File: src/rtl/crt_pkg.sv
package crt_pkg;

    typedef enum logic [1:0] {
        MODE_RELOAD  = 2'd0,
        MODE_CAPTURE = 2'd1,
        MODE_BAUD    = 2'd2
    } crt_mode_e;

    // Edge code: bit0 = 0 -> falling, 2'b01 -> any, 2'b11 -> rising
    function automatic logic edge_match(input logic [1:0] sel,
                                        input logic       rise,
                                        input logic       fall);
        if (!sel[0])
            return fall;
        else if (sel[1])
            return rise;
        else
            return rise | fall;
    endfunction

endpackage

File: src/rtl/crt_pin_sync.sv
module crt_pin_sync #(
    parameter int   PINS        = 2,
    parameter int   STAGES      = 2,
    parameter logic RESET_LEVEL = 1'b1
) (
    input  logic            clk,
    input  logic            rst_n,
    input  logic [PINS-1:0] pin_i,
    output logic [PINS-1:0] rise_o,
    output logic [PINS-1:0] fall_o
);

    localparam int CHAIN = STAGES + 1;

    for (genvar p = 0; p < PINS; p++) begin : g_pin
        logic [CHAIN-1:0] chain_q;

        always_ff @(posedge clk or negedge rst_n) begin
            if (!rst_n)
                chain_q <= {CHAIN{RESET_LEVEL}};
            else
                chain_q <= {chain_q[CHAIN-2:0], pin_i[p]};
        end

        assign rise_o[p] =  chain_q[STAGES-1] & ~chain_q[STAGES];
        assign fall_o[p] = ~chain_q[STAGES-1] &  chain_q[STAGES];
    end

endmodule

File: src/rtl/crt_prescale.sv
module crt_prescale #(
    parameter int DIV_STD  = 12,
    parameter int DIV_FAST = 4
) (
    input  logic clk,
    input  logic rst_n,
    input  logic run_i,
    input  logic fast_sel_i,
    input  logic fastest_sel_i,
    output logic tick_o
);

    localparam int CW = $clog2(DIV_STD);

    logic [CW-1:0] pre_q;
    logic [CW-1:0] lim;
    logic          wrap;

    always_comb begin
        if (!fast_sel_i)
            lim = CW'(DIV_STD - 1);
        else if (fastest_sel_i)
            lim = '0;
        else
            lim = CW'(DIV_FAST - 1);
    end

    assign wrap   = (pre_q >= lim);
    assign tick_o = run_i & wrap;

    always_ff @(posedge clk or negedge rst_n) begin
        if (!rst_n)
            pre_q <= '0;
        else if (!run_i || wrap)
            pre_q <= '0;
        else
            pre_q <= pre_q + CW'(1);
    end

    // a dividing prescaler never issues back-to-back ticks
    a_r2_tick_spacing: assert property (@(posedge clk) disable iff (!rst_n)
        (tick_o && !(fast_sel_i && fastest_sel_i))
            |=> (!tick_o || (fast_sel_i && fastest_sel_i)));

endmodule

File: src/rtl/crt_pin_capture.sv
module crt_pin_capture #(
    parameter int W = 16
) (
    input  logic         clk,
    input  logic         rst_n,
    input  logic         arm_i,
    input  logic [1:0]   edge_sel_i,
    input  logic         rise_i,
    input  logic         fall_i,
    input  logic [W-1:0] count_i,
    input  logic         clr_i,
    output logic [W-1:0] cap_q_o,
    output logic         flag_o
);

    import crt_pkg::*;

    logic hit;

    assign hit = arm_i & edge_match(edge_sel_i, rise_i, fall_i);

    always_ff @(posedge clk or negedge rst_n) begin
        if (!rst_n) begin
            cap_q_o <= '0;
            flag_o  <= 1'b0;
        end else begin
            if (hit)
                cap_q_o <= count_i;
            flag_o <= hit | (flag_o & ~clr_i);
        end
    end

    // a matching edge always raises the flag
    a_r8_hit_sets_flag: assert property (@(posedge clk) disable iff (!rst_n)
        hit |=> flag_o);

    // a disarmed channel leaves its register untouched
    a_r9_disarmed_holds: assert property (@(posedge clk) disable iff (!rst_n)
        !arm_i |=> $stable(cap_q_o));

endmodule

File: src/rtl/cap_reload_timer.sv
module cap_reload_timer #(
    parameter int CNT_W    = 16,
    parameter int DIV_STD  = 12,
    parameter int DIV_FAST = 4,
    parameter int SYNC_LEN = 2
) (
    input  logic             clk,
    input  logic             rst_n,
    input  logic             run_en,
    input  logic             ext_count_sel,
    input  logic             capture_sel,
    input  logic             trig_en,
    input  logic [1:0]       cap_edge_mode,
    input  logic             pin_cap_en,
    input  logic             clk_out_en,
    input  logic             baud_rx_sel,
    input  logic             baud_tx_sel,
    input  logic             fast_clk_sel,
    input  logic             fastest_clk_sel,
    input  logic             trig_pin,
    input  logic             count_pin,
    input  logic             count_wr,
    input  logic [CNT_W-1:0] count_wdata,
    input  logic             reload_wr,
    input  logic [CNT_W-1:0] reload_wdata,
    input  logic             clr_ovf,
    input  logic             clr_ext,
    input  logic             clr_cap,
    output logic [CNT_W-1:0] count_q,
    output logic [CNT_W-1:0] reload_q,
    output logic [CNT_W-1:0] pin_cap_q,
    output logic             ovf_flag,
    output logic             ext_flag,
    output logic             cap_flag,
    output logic             baud_tick,
    output logic             clk_out
);

    import crt_pkg::*;

    localparam logic [CNT_W-1:0] ALL_ONES = '1;
    localparam int PIN_TRIG = 0;
    localparam int PIN_CNT  = 1;

    // Pin synchronisers (trigger pin, count pin)
    logic [1:0] pin_rise, pin_fall;
    logic       trig_rise_unused;

    crt_pin_sync #(
        .PINS        (2),
        .STAGES      (SYNC_LEN),
        .RESET_LEVEL (1'b1)
    ) u_sync (
        .clk    (clk),
        .rst_n  (rst_n),
        .pin_i  ({count_pin, trig_pin}),
        .rise_o (pin_rise),
        .fall_o (pin_fall)
    );

    assign trig_rise_unused = pin_rise[PIN_TRIG];

    // Internal tick
    logic tick;

    crt_prescale #(
        .DIV_STD  (DIV_STD),
        .DIV_FAST (DIV_FAST)
    ) u_pre (
        .clk           (clk),
        .rst_n         (rst_n),
        .run_i         (run_en & ~ext_count_sel),
        .fast_sel_i    (fast_clk_sel),
        .fastest_sel_i (fastest_clk_sel),
        .tick_o        (tick)
    );

    // Mode selection
    crt_mode_e mode;
    logic      baud_mode;

    assign baud_mode = baud_rx_sel | baud_tx_sel;

    always_comb begin
        if (baud_mode)
            mode = MODE_BAUD;
        else if (capture_sel)
            mode = MODE_CAPTURE;
        else
            mode = MODE_RELOAD;
    end

    // Events
    logic inc, ovf, trig_evt;
    logic reload_evt, capture_evt, ovf_set;

    assign inc      = run_en & (ext_count_sel ? pin_fall[PIN_CNT] : tick);
    assign ovf      = inc & (count_q == ALL_ONES);
    assign trig_evt = trig_en & pin_fall[PIN_TRIG];

    always_comb begin
        reload_evt  = 1'b0;
        capture_evt = 1'b0;
        ovf_set     = 1'b0;
        unique case (mode)
            MODE_RELOAD: begin
                reload_evt = ovf | trig_evt;
                ovf_set    = ovf;
            end
            MODE_CAPTURE: begin
                capture_evt = trig_evt;
                ovf_set     = ovf;
            end
            MODE_BAUD: begin
                reload_evt = ovf;
            end
            default: begin
                reload_evt = 1'b0;
            end
        endcase
    end

    // Counter and reload/capture register
    always_ff @(posedge clk or negedge rst_n) begin
        if (!rst_n)
            count_q <= '0;
        else if (count_wr)
            count_q <= count_wdata;
        else if (reload_evt)
            count_q <= reload_q;
        else if (inc)
            count_q <= count_q + CNT_W'(1);
    end

    always_ff @(posedge clk or negedge rst_n) begin
        if (!rst_n)
            reload_q <= '0;
        else if (reload_wr)
            reload_q <= reload_wdata;
        else if (capture_evt)
            reload_q <= count_q;
    end

    // Flags, serial pulse, toggle output
    always_ff @(posedge clk or negedge rst_n) begin
        if (!rst_n) begin
            ovf_flag  <= 1'b0;
            ext_flag  <= 1'b0;
            baud_tick <= 1'b0;
            clk_out   <= 1'b0;
        end else begin
            ovf_flag  <= ovf_set  | (ovf_flag & ~clr_ovf);
            ext_flag  <= trig_evt | (ext_flag & ~clr_ext);
            baud_tick <= ovf & baud_mode;
            if (ovf && clk_out_en)
                clk_out <= ~clk_out;
        end
    end

    // Count-pin capture channel
    logic pin_arm;

    assign pin_arm = pin_cap_en & ~baud_mode & capture_sel
                   & ~ext_count_sel & ~clk_out_en;

    crt_pin_capture #(
        .W (CNT_W)
    ) u_pcap (
        .clk        (clk),
        .rst_n      (rst_n),
        .arm_i      (pin_arm),
        .edge_sel_i (cap_edge_mode),
        .rise_i     (pin_rise[PIN_CNT]),
        .fall_i     (pin_fall[PIN_CNT]),
        .count_i    (count_q),
        .clr_i      (clr_cap),
        .cap_q_o    (pin_cap_q),
        .flag_o     (cap_flag)
    );

    // the overflow flag cannot rise while serving as a serial clock
    a_r6_baud_no_ovf: assert property (@(posedge clk) disable iff (!rst_n)
        (baud_mode && !ovf_flag) |=> !ovf_flag);

    // a reload beats any increment in the same cycle
    a_r12_reload_wins: assert property (@(posedge clk) disable iff (!rst_n)
        (reload_evt && !count_wr) |=> (count_q == $past(reload_q)));

    // clk_out moves only on an enabled overflow
    a_r10_clkout_hold: assert property (@(posedge clk) disable iff (!rst_n)
        !(ovf && clk_out_en) |=> $stable(clk_out));

    // flags are sticky until cleared
    a_r7_ovf_sticky: assert property (@(posedge clk) disable iff (!rst_n)
        (ovf_flag && !clr_ovf) |=> ovf_flag);

    a_r7_ext_sticky: assert property (@(posedge clk) disable iff (!rst_n)
        (ext_flag && !clr_ext) |=> ext_flag);

    // without trigger, write or increment the counter stays put
    a_r4_quiet_counter: assert property (@(posedge clk) disable iff (!rst_n)
        (!trig_en && !count_wr && !inc) |=> $stable(count_q));

endmodule

File: config.mk
export PLATFORM = sky130hd
export DESIGN_NAME = cap_reload_timer
export DESIGN_NICKNAME = d
export VERILOG_FILES = /design/src/rtl/crt_pkg.sv /design/src/rtl/crt_pin_sync.sv /design/src/rtl/crt_prescale.sv /design/src/rtl/crt_pin_capture.sv /design/src/rtl/cap_reload_timer.sv
export SDC_FILE = /design/constraint.sdc
export NUM_CORES = 1
export LEC_CHECK = 0
export CAP_MARGIN = 20
export CORE_ASPECT_RATIO = 0.7
export CORE_MARGIN = 8
export CORE_UTILIZATION = 51
export CTS_CLUSTER_DIAMETER = 40
export DETAILED_ROUTE_END_ITERATION = 12
export HOLD_SLACK_MARGIN = 0.15
export PLACE_DENSITY_LB_ADDON = 0.05
export SLEW_MARGIN = 10
export SYNTH_ARGS = -nofsm -noshare
export SYNTH_HDL_FRONTEND = slang
export SYNTH_HIERARCHICAL = 1
export SYNTH_SLANG_ARGS = --single-unit
File: constraint.sdc
create_clock -name clk -period 6.18 [get_ports clk]
set_input_delay 1.236 -clock clk [delete_from_list [all_inputs] [get_ports clk]]
set_output_delay 1.236 -clock clk [all_outputs]
set_load 0.01 [all_outputs]
==> results list, run 1 <==
- Worst setup path startpoint: fast_clk_sel
- For the worst flop-to-flop path, the logic depth is 10.
- In the final routing, the length of wire on met1 measures 4.17 mm.
- R2r startpoint: u_pre/pre_q[0]$_DFF_PN0_
* Share of total power in combinational logic: 19.7%
- Routed length on met2: 4.40 mm
* Gate Count Post-Synth: 312
* Switch Pwr: 305 uW
- Global routing used 20.7% of the available tracks.
- GRT overflow: 0
- Input and output buffers added on the ports amount to 105.
* Number of I/O pins: 106
- Count of TritonRoute iterations in the first routing pass: 5
* Clock insertion delay at the later pin of the skew report: 0.34 ns
- Pin slew with the least headroom to its limit: 0.959 ns
- The via count of the first global-routing pass is 2990.
- Reported leakage power: 0.00199 uW
- Total number of placement rows: 24
* Max-cap violations: 0
- Across the whole layout, storage elements account for 1580 um2.
* Maximum fanout encountered on the critical timing path: 8
* Number of buffers created by CTS: 9
* Number of instances resized during post-cts repair: 0
- Fill cells in the final layout number 477.
- Dividing the detail-routed wire length by the instance count gives 19.0 um.
- Worst hold path type: flop to flop
- The average instance in the mapped netlist occupies 10.8 um2.
* Clock root buffer: clkbuf_8
* Data required time of the critical path: 6.38 ns
* Pin count of the biggest net entering global routing: 64
- Final Power: 1120 uW
- In this run, the number of DRC markers left after iteration 0 of detailed routing was 260.
- Y dimension of the die: 84.1 um
* Effective utilization at floorplan: 53.6%
- Reg2reg end: count_q[11]$_DFFE_PN0P_
* Count of H-tree levels built during CTS: 3
- In this run the horizontal extent of the chip is 113 um.
- Compared with the post-synthesis result, the final layout area differs by 38.8%.
- The repair_antennas step left the layout with diodes totalling 0.
* Highest metal used: met4
* Cell area power density: 239 nW/um2
- Setup repair after global routing missed its margin: no
- Clock-pin transition on the worst setup and hold timing paths: 0.07 ns
- Buffers inserted to repair hold after CTS numbered 0.
- Hold Vio Cnt, Final: 0
* Setup Skew: 0.00976 ns
- Part of the total power dissipated in sequential elements: 44.3%
- Peak clock frequency supported by timing: 276 MHz
* Antenna violation net count after detailed routing: 0
* Proportion of layout cells with a drive suffix above 1: 14.9%
- Switching Share: 27.2%
- Detailed placement finished with a half-perimeter wire length of 6.84 mm.
- Across all layers, the routed design uses 2863 vias.
- The number of nets in the synthesized netlist is 370.
- STA puts the critical path data arrival time at 3.81 ns.
* First-pass GRT wire length: 15.7 mm
- Clock group share of total power: 36.1%
- Footprint of the multi-input gates: 1670 um2
- At the end of routability-driven placement, the weighted congestion stood at 0.864.
* Detailed-route vias per instance: 5.71
- Final count of negative-setup-slack endpoints: 0
- Worst setup path category: input pin to flop
- In the final timing run, aggregate negative setup slack is 0 ns.
- Final net count: 476
- Critical path endpoint category: flop
* Number of setup buffers added after CTS: 0
* Area of the core region: 6310 um2
- The initial antenna violation count was 0.
- Count of synthesis-stage warnings from yosys: 6
- In this run the cell area of the synthesized design comes to 3380 um2.
- Die ar.: 9520 um2
* Number of buffers on the longest clock path: 2
- Cell-internal power: 816 uW
- The run finished with clean final reports.
- DRC Markers: 0
- Number of sinks handled by clock tree synthesis: 63
* Final count of pins violating max slew: 0
- Nature of the critical path startpoint: input pin
* Tmin final: 3.62 ns
* Worst Setup EP: count_q[11]$_DFFE_PN0P_
- Summed over all nets, wire length on met3 after detailed routing comes to 857 um.
- Final Cycle Share: 58.6%
- TritonCTS built the clock tree.
- The worst-case IR drop observed on VDD is 170 uV.
- In this run the tightest slew margin relative to its limit is 35.9%.
* Register-to-register setup slack: 3.52 ns
- After detailed routing, the total wire length is 9.54 mm.
## power groups by stage
stage / Clock [uW] / Combinational (uW) / Sequential, uW
global placement: 0 / 216 / 500
global route: 427 / 241 / 502
floorplan: 0 / 83.1 / 503
finish: 404 / 221 / 496
CTS: 408 / 223 / 495
detailed placement: 0 / 221 / 502
## flip-flops by register name (all words and copies together) (netlist names), 4 cells and up
signal                count
u_pre/pre_q               4
u_pcap/cap_q_o           16
count_q                  16
reload_q                 16
u_sync/g_pin.chain_q      6
## metrics by stage
step | worst slack, ns | instance area [um2] | util [%] | hold slack [ns] | instances
2_1_floorplan | 2.99 | 3380 | - | 0.345 | 312
3_3_place_gp | 2.29 | 4450 | 70.6 | 0.346 | 484
3_5_place_dp | 2.26 | 4450 | 70.6 | 0.347 | 484
4_1_cts | 2.59 | 4680 | 74.2 | 0.354 | 500
5_1_grt | 2.38 | 4690 | 74.3 | 0.358 | 501
6_report | 2.56 | 4690 | 74.3 | 0.351 | 501
## worst max-delay path: stages
cell and delay [ns]:
clkdlybuf4s50_1 0.48, nand2_1 0.08, ha_1 0.27, nor2b_1 0.14, o21ai_1 0.12, o21a_1 0.18, mux2_4 0.30, a2bb2oi_1 0.63
nand3_1 0.16, o21ai_0 0.15, a221oi_2 0.06
## how the worst min path moves through the flow
| stage | startpoint | endpoint | slack, ns | cells after the start |
|---|---|---|---|---|
| after floorplan | u_sync/g_pin[0].chain_q[0]$_DFF_PN1_ | u_sync/g_pin[0].chain_q[1]$_DFF_PN1_ | 0.35 | 0 |
| after global placement | u_sync/g_pin[1].chain_q[0]$_DFF_PN1_ | u_sync/g_pin[1].chain_q[1]$_DFF_PN1_ | 0.35 | 0 |
| after detailed placement | u_sync/g_pin[0].chain_q[0]$_DFF_PN1_ | u_sync/g_pin[0].chain_q[1]$_DFF_PN1_ | 0.35 | 0 |
| after CTS | u_sync/g_pin[1].chain_q[0]$_DFF_PN1_ | u_sync/g_pin[1].chain_q[1]$_DFF_PN1_ | 0.35 | 0 |
| after global routing | u_sync/g_pin[1].chain_q[0]$_DFF_PN1_ | u_sync/g_pin[1].chain_q[1]$_DFF_PN1_ | 0.36 | 0 |
| final | u_sync/g_pin[1].chain_q[0]$_DFF_PN1_ | u_sync/g_pin[1].chain_q[1]$_DFF_PN1_ | 0.35 | 0 |
## cell type report
class,count,share of cell area (%)
inverter,12,0.961
timing repair buffer,108,22.9
tap,78,2.08
multi-input combinational,224,35.5
sequential,63,33.8
clock inverter,5,1.73
clock buffer,11,3.02
## placed cells by master, fill, tap and decap left out, drive strengths merged, types with 7 or more instances in the layout
master           n
nor3             7
dfrtp           57
inv             12
nand2           38
a22oi            9
xor2            10
o21ai           30
mux2i           18
mux2            17
nand3           12
clkdlybuf4s50  104
clkbuf          11
nor2            21
## metal layers
metal | up-vias | track usage [%]
li1 | 1336 | -
met1 | 1387 | 26.4
met2 | 128 | 32.1
met3 | 12 | 7.30
met4 | 0 | 6.02
met5 | - | 0
No activity file was read; power rests on OpenSTA's default activity.
==> run 2, diff against run 1 <==
--- a/config.mk
+++ b/config.mk
@@ -8,7 +8,7 @@
 export CAP_MARGIN = 20
 export CORE_ASPECT_RATIO = 0.7
 export CORE_MARGIN = 8
-export CORE_UTILIZATION = 51
+export CORE_UTILIZATION = 42
 export CTS_CLUSTER_DIAMETER = 40
 export DETAILED_ROUTE_END_ITERATION = 12
 export HOLD_SLACK_MARGIN = 0.15
==> constraint.sdc (replaced) <==
create_clock -name clk -period 3 [get_ports clk]
set_input_delay 0.6 -clock clk [delete_from_list [all_inputs] [get_ports clk]]
set_output_delay 0.6 -clock clk [all_outputs]
set_load 0.01 [all_outputs]
==> run 2 against run 1 <==
- combinational power rose by 110%
- first-iteration DRC count rose by 1.9%
- total power rose by 120%
- sequential share of layout area fell by 1.7 points
- final area rose by 5.3%
- via count rose by 0.70%
- global-route usage fell by 2.7 points
- critical endpoint is now count_q[10]$_DFFE_PN0P_
- largest cell class unchanged
- largest power group unchanged
- highest routed layer unchanged
==> results list, run 2 (same netlist as run 1, synthesis figures left out) <==
- TritonCTS built the clock tree.
- Data arrival time of the critical path: 3.04 ns (-0.77 ns)
* Final count of negative-setup-slack endpoints: 0 (unchanged)
* Pre-CTS WS: -0.174 ns (-2.43 ns)
- Routed WL: 9.68 mm (+1.5%)
* Buffers on Ports: 105 (unchanged)
- The final antenna diode count came to 0 (unchanged).
* Most frequent cells in the layout: clkdlybuf4s50_1 (104), dfrtp_1 (57), nand2_1 (37), o21ai_0 (23), buf_4 (22)
- Subtracting the final worst setup slack from the clock period gives 2.82 ns.
- Setup repair after global routing left no endpoint under its margin.
- In this run the clock root is driven by a clkbuf_16.
- Final worst-path setup slack: 0.184 ns (-2.38 ns)
* Proportion of layout cells with a drive suffix above 1: 18.6% (+3.7 points)
* Leading registers by flop count: count_q x16, reload_q x16, u_pcap/cap_q_o x16
* Number of setup buffers added after CTS: 0 (unchanged)
* Number of instances resized during post-cts repair: 0 (unchanged)
- The number of vias per cell is 5.32 (-6.9%).
- Total via count in the routed design: 2883 (+0.70%)
- Hold Vio Cnt, Final: 0 (unchanged)
* VDD IR-drop max: 264 uV (+55%)
- The largest net degree at the start of global routing came to 64 (unchanged).
- Clock insertion delay at the later pin of the skew report: 0.33 ns (about the same)
- The total track usage came to 17.9% (-2.7 points).
* Avg WL per Cell: 17.9 um (-6.2%)
- Total number of placement rows: 27 (+13%)
- The leakage power total was 0.00211 uW (+6.3%).
- Switch Pwr: 641 uW (+110%)
* Post-placement cell area: 4650 um2 (+4.4%)
- The number of optimization iterations in the first detailed-route pass came to 5 (unchanged).
- The library cell used most frequently in the layout, excluding fill and tap cells, is clkdlybuf4s50_1.
- Setup TNS: 0 ns (unchanged)
- The total non-filler cell area in the finished layout is 4930 um2 (+5.3%).
* Final net count: 495 (+4.0%)
* Area Overhead vs Synth: 46.1%
- Pin slew with the least headroom to its limit: 0.849 ns (-0.109 ns)
- The via count of the first global-routing pass came to 2963 (-0.90%).
* Hold-fix buffer count after cts: 0 (unchanged)
- Effective utilization at floorplan: 43.1% (-10 points)
- Cell area power density: 502 nW/um2 (+110%)
- Final Cycle Share: 93.9%
* Share of total power in combinational logic: 18.7% (-1.0 points)
* Die X: 123 um (+8.8%)
* Final count of pins violating max slew: 0 (unchanged)
- The routability congestion estimate came to 0.811 (-6.2%).
- Number of buffers created by CTS: 9 (unchanged)
* Switching Share: 25.9% (-1.3 points)
- The clock transition time at the flip-flop clock pins of the worst setup and hold paths was 0.05 ns (-0.02 ns).
* Die ar.: 11200 um2 (+18%)
- Peak clock frequency supported by timing: 355 MHz
* Count of H-tree levels built during CTS: 3 (unchanged)
- HPWL after detailed placement: 7.05 mm (+3.2%)
- Max-slew headroom: 43.4% (+7.5 points)
- GRT overflow: 0 (unchanged)
- Outcome: complete, no violations
- Clock group share of total power: 40.0% (+3.9 points)
* Part of the total power dissipated in sequential elements: 41.3% (-3.0 points)
* Worst hold path type: input pin to async pin
* Cell-internal power: 1840 uW (+130%)
* Number of sinks handled by clock tree synthesis: 63 (unchanged)
- STA classifies the critical path endpoint as a flop.
- Number of buffers on the longest clock path: 2 (unchanged)
- The critical path is of the input pin to flop type.
- The final hold slack is 0.353 ns (+0.00211 ns).
- The top-level port count came to 106 (unchanged).
* Max-cap violations: 0 (unchanged)
- Setup Skew: 0.00690 ns (-0.00286 ns)
- The worst setup path is launched from an input pin.
- Area of the core region: 7840 um2 (+24%)
- Number of antenna violations at the first check in global routing: 0 (unchanged)
* First-pass GRT wire length: 15.9 mm (+1.0%)
- The number of remaining DRC errors was 0 (unchanged).
- The DRC marker count from the first detailed-route iteration is 265 (+1.9%).
* Antenna violation net count after detailed routing: 0 (unchanged)
- Data required time of the critical path: 3.22 ns (-3.16 ns)
* Maximum fanout encountered on the critical timing path: 6 (-2)
- The height of the chip was 91.0 um (+8.3%).
run 2: cell types whose count changed in the layout (fill, tap and decap cells not counted):
cell / change
bufinv_16: -1
nor2b_1: -1
buf_2: -1
o21ai_2: +1
clkinv_4: -1
clkinv_2: +1
buf_6: -1
buf_4: +20
buf_12: +1
clkbuf_1: +1
o21ai_1: -1
clkbuf_16: +9
clkbuf_8: -10
nor2b_2: +1
run 2: metal layers:
layer	wire, um	vias up	share of wire [%]	global-route usage, %
met3	840	11	8.7	6.62
met1	4520	1392	47	24.7
met5	0	-	0	0
met2	4170	106	43	25.6
met4	153	0	1.6	5.00
li1	-	1374	-	-
run 2: area by class of cell:
cell class	instances	area, um2
timing repair buffer	127	1230
clock inverter	4	47.5
inverter	12	45.0
fill	681	2900
clock buffer	11	233
sequential	63	1580
tap	101	126
multi-input combinational	224	1670
run 2: critical path, stage by stage:
cell and delay [ns]:
clkdlybuf4s50_1 0.48, nand2_1 0.09, ha_1 0.29, nor2b_2 0.16, o21ai_2 0.09, o21a_1 0.18
mux2_4 0.27, nor4b_4 0.15, a21oi_4 0.23, buf_4 0.17, nor2_1 0.05, o41ai_2 0.27
run 2: per-stage QoR:
step	power, uW	utilization [%]	instances
2_1_floorplan	1210	-	312
3_3_place_gp	1490	59.3	527
3_5_place_dp	1500	59.3	527
4_1_cts	2500	62.9	542
5_1_grt	2590	63.0	542
6_report	2480	63.0	542
run 2: power by group through the flow:
| stage | clock [uW] | combinational [uW] | sequential [uW] |
|---|---|---|---|
| global placement | 0 | 459 | 1030 |
| finish | 991 | 463 | 1020 |
| detailed placement | 0 | 465 | 1040 |
| global route | 1050 | 503 | 1040 |
| floorplan | 0 | 171 | 1040 |
| CTS | 1010 | 469 | 1020 |
run 2: final timing paths:
check | startpoint | to | slack [ns] | depth (start not counted)
max | fast_clk_sel | count_q[10]$_DFFE_PN0P_ | 0.18 | 12
min | rst_n | ovf_flag$_DFF_PN0_ | 0.35 | 1
max reg2reg | u_pre/pre_q[0]$_DFF_PN0_ | count_q[10]$_DFFE_PN0P_ | 0.53 | 11
min reg2reg | u_sync/g_pin[0].chain_q[0]$_DFF_PN1_ | u_sync/g_pin[0].chain_q[1]$_DFF_PN1_ | 0.36 | 0
max in group asynchronous | rst_n | u_pre/pre_q[0]$_DFF_PN0_ | 2.11 | 1
min in group clk | u_sync/g_pin[0].chain_q[0]$_DFF_PN1_ | u_sync/g_pin[0].chain_q[1]$_DFF_PN1_ | 0.36 | 0
==> run 3, diff against run 2 <==
--- a/config.mk
+++ b/config.mk
@@ -11,6 +11,7 @@
 export CORE_UTILIZATION = 42
 export CTS_CLUSTER_DIAMETER = 40
 export DETAILED_ROUTE_END_ITERATION = 12
+export GPL_ROUTABILITY_DRIVEN = 0
 export HOLD_SLACK_MARGIN = 0.15
 export PLACE_DENSITY_LB_ADDON = 0.05
 export SLEW_MARGIN = 10
==> results of run 3 <==
Final layout, timing and power as in run 2 (identical DEF).
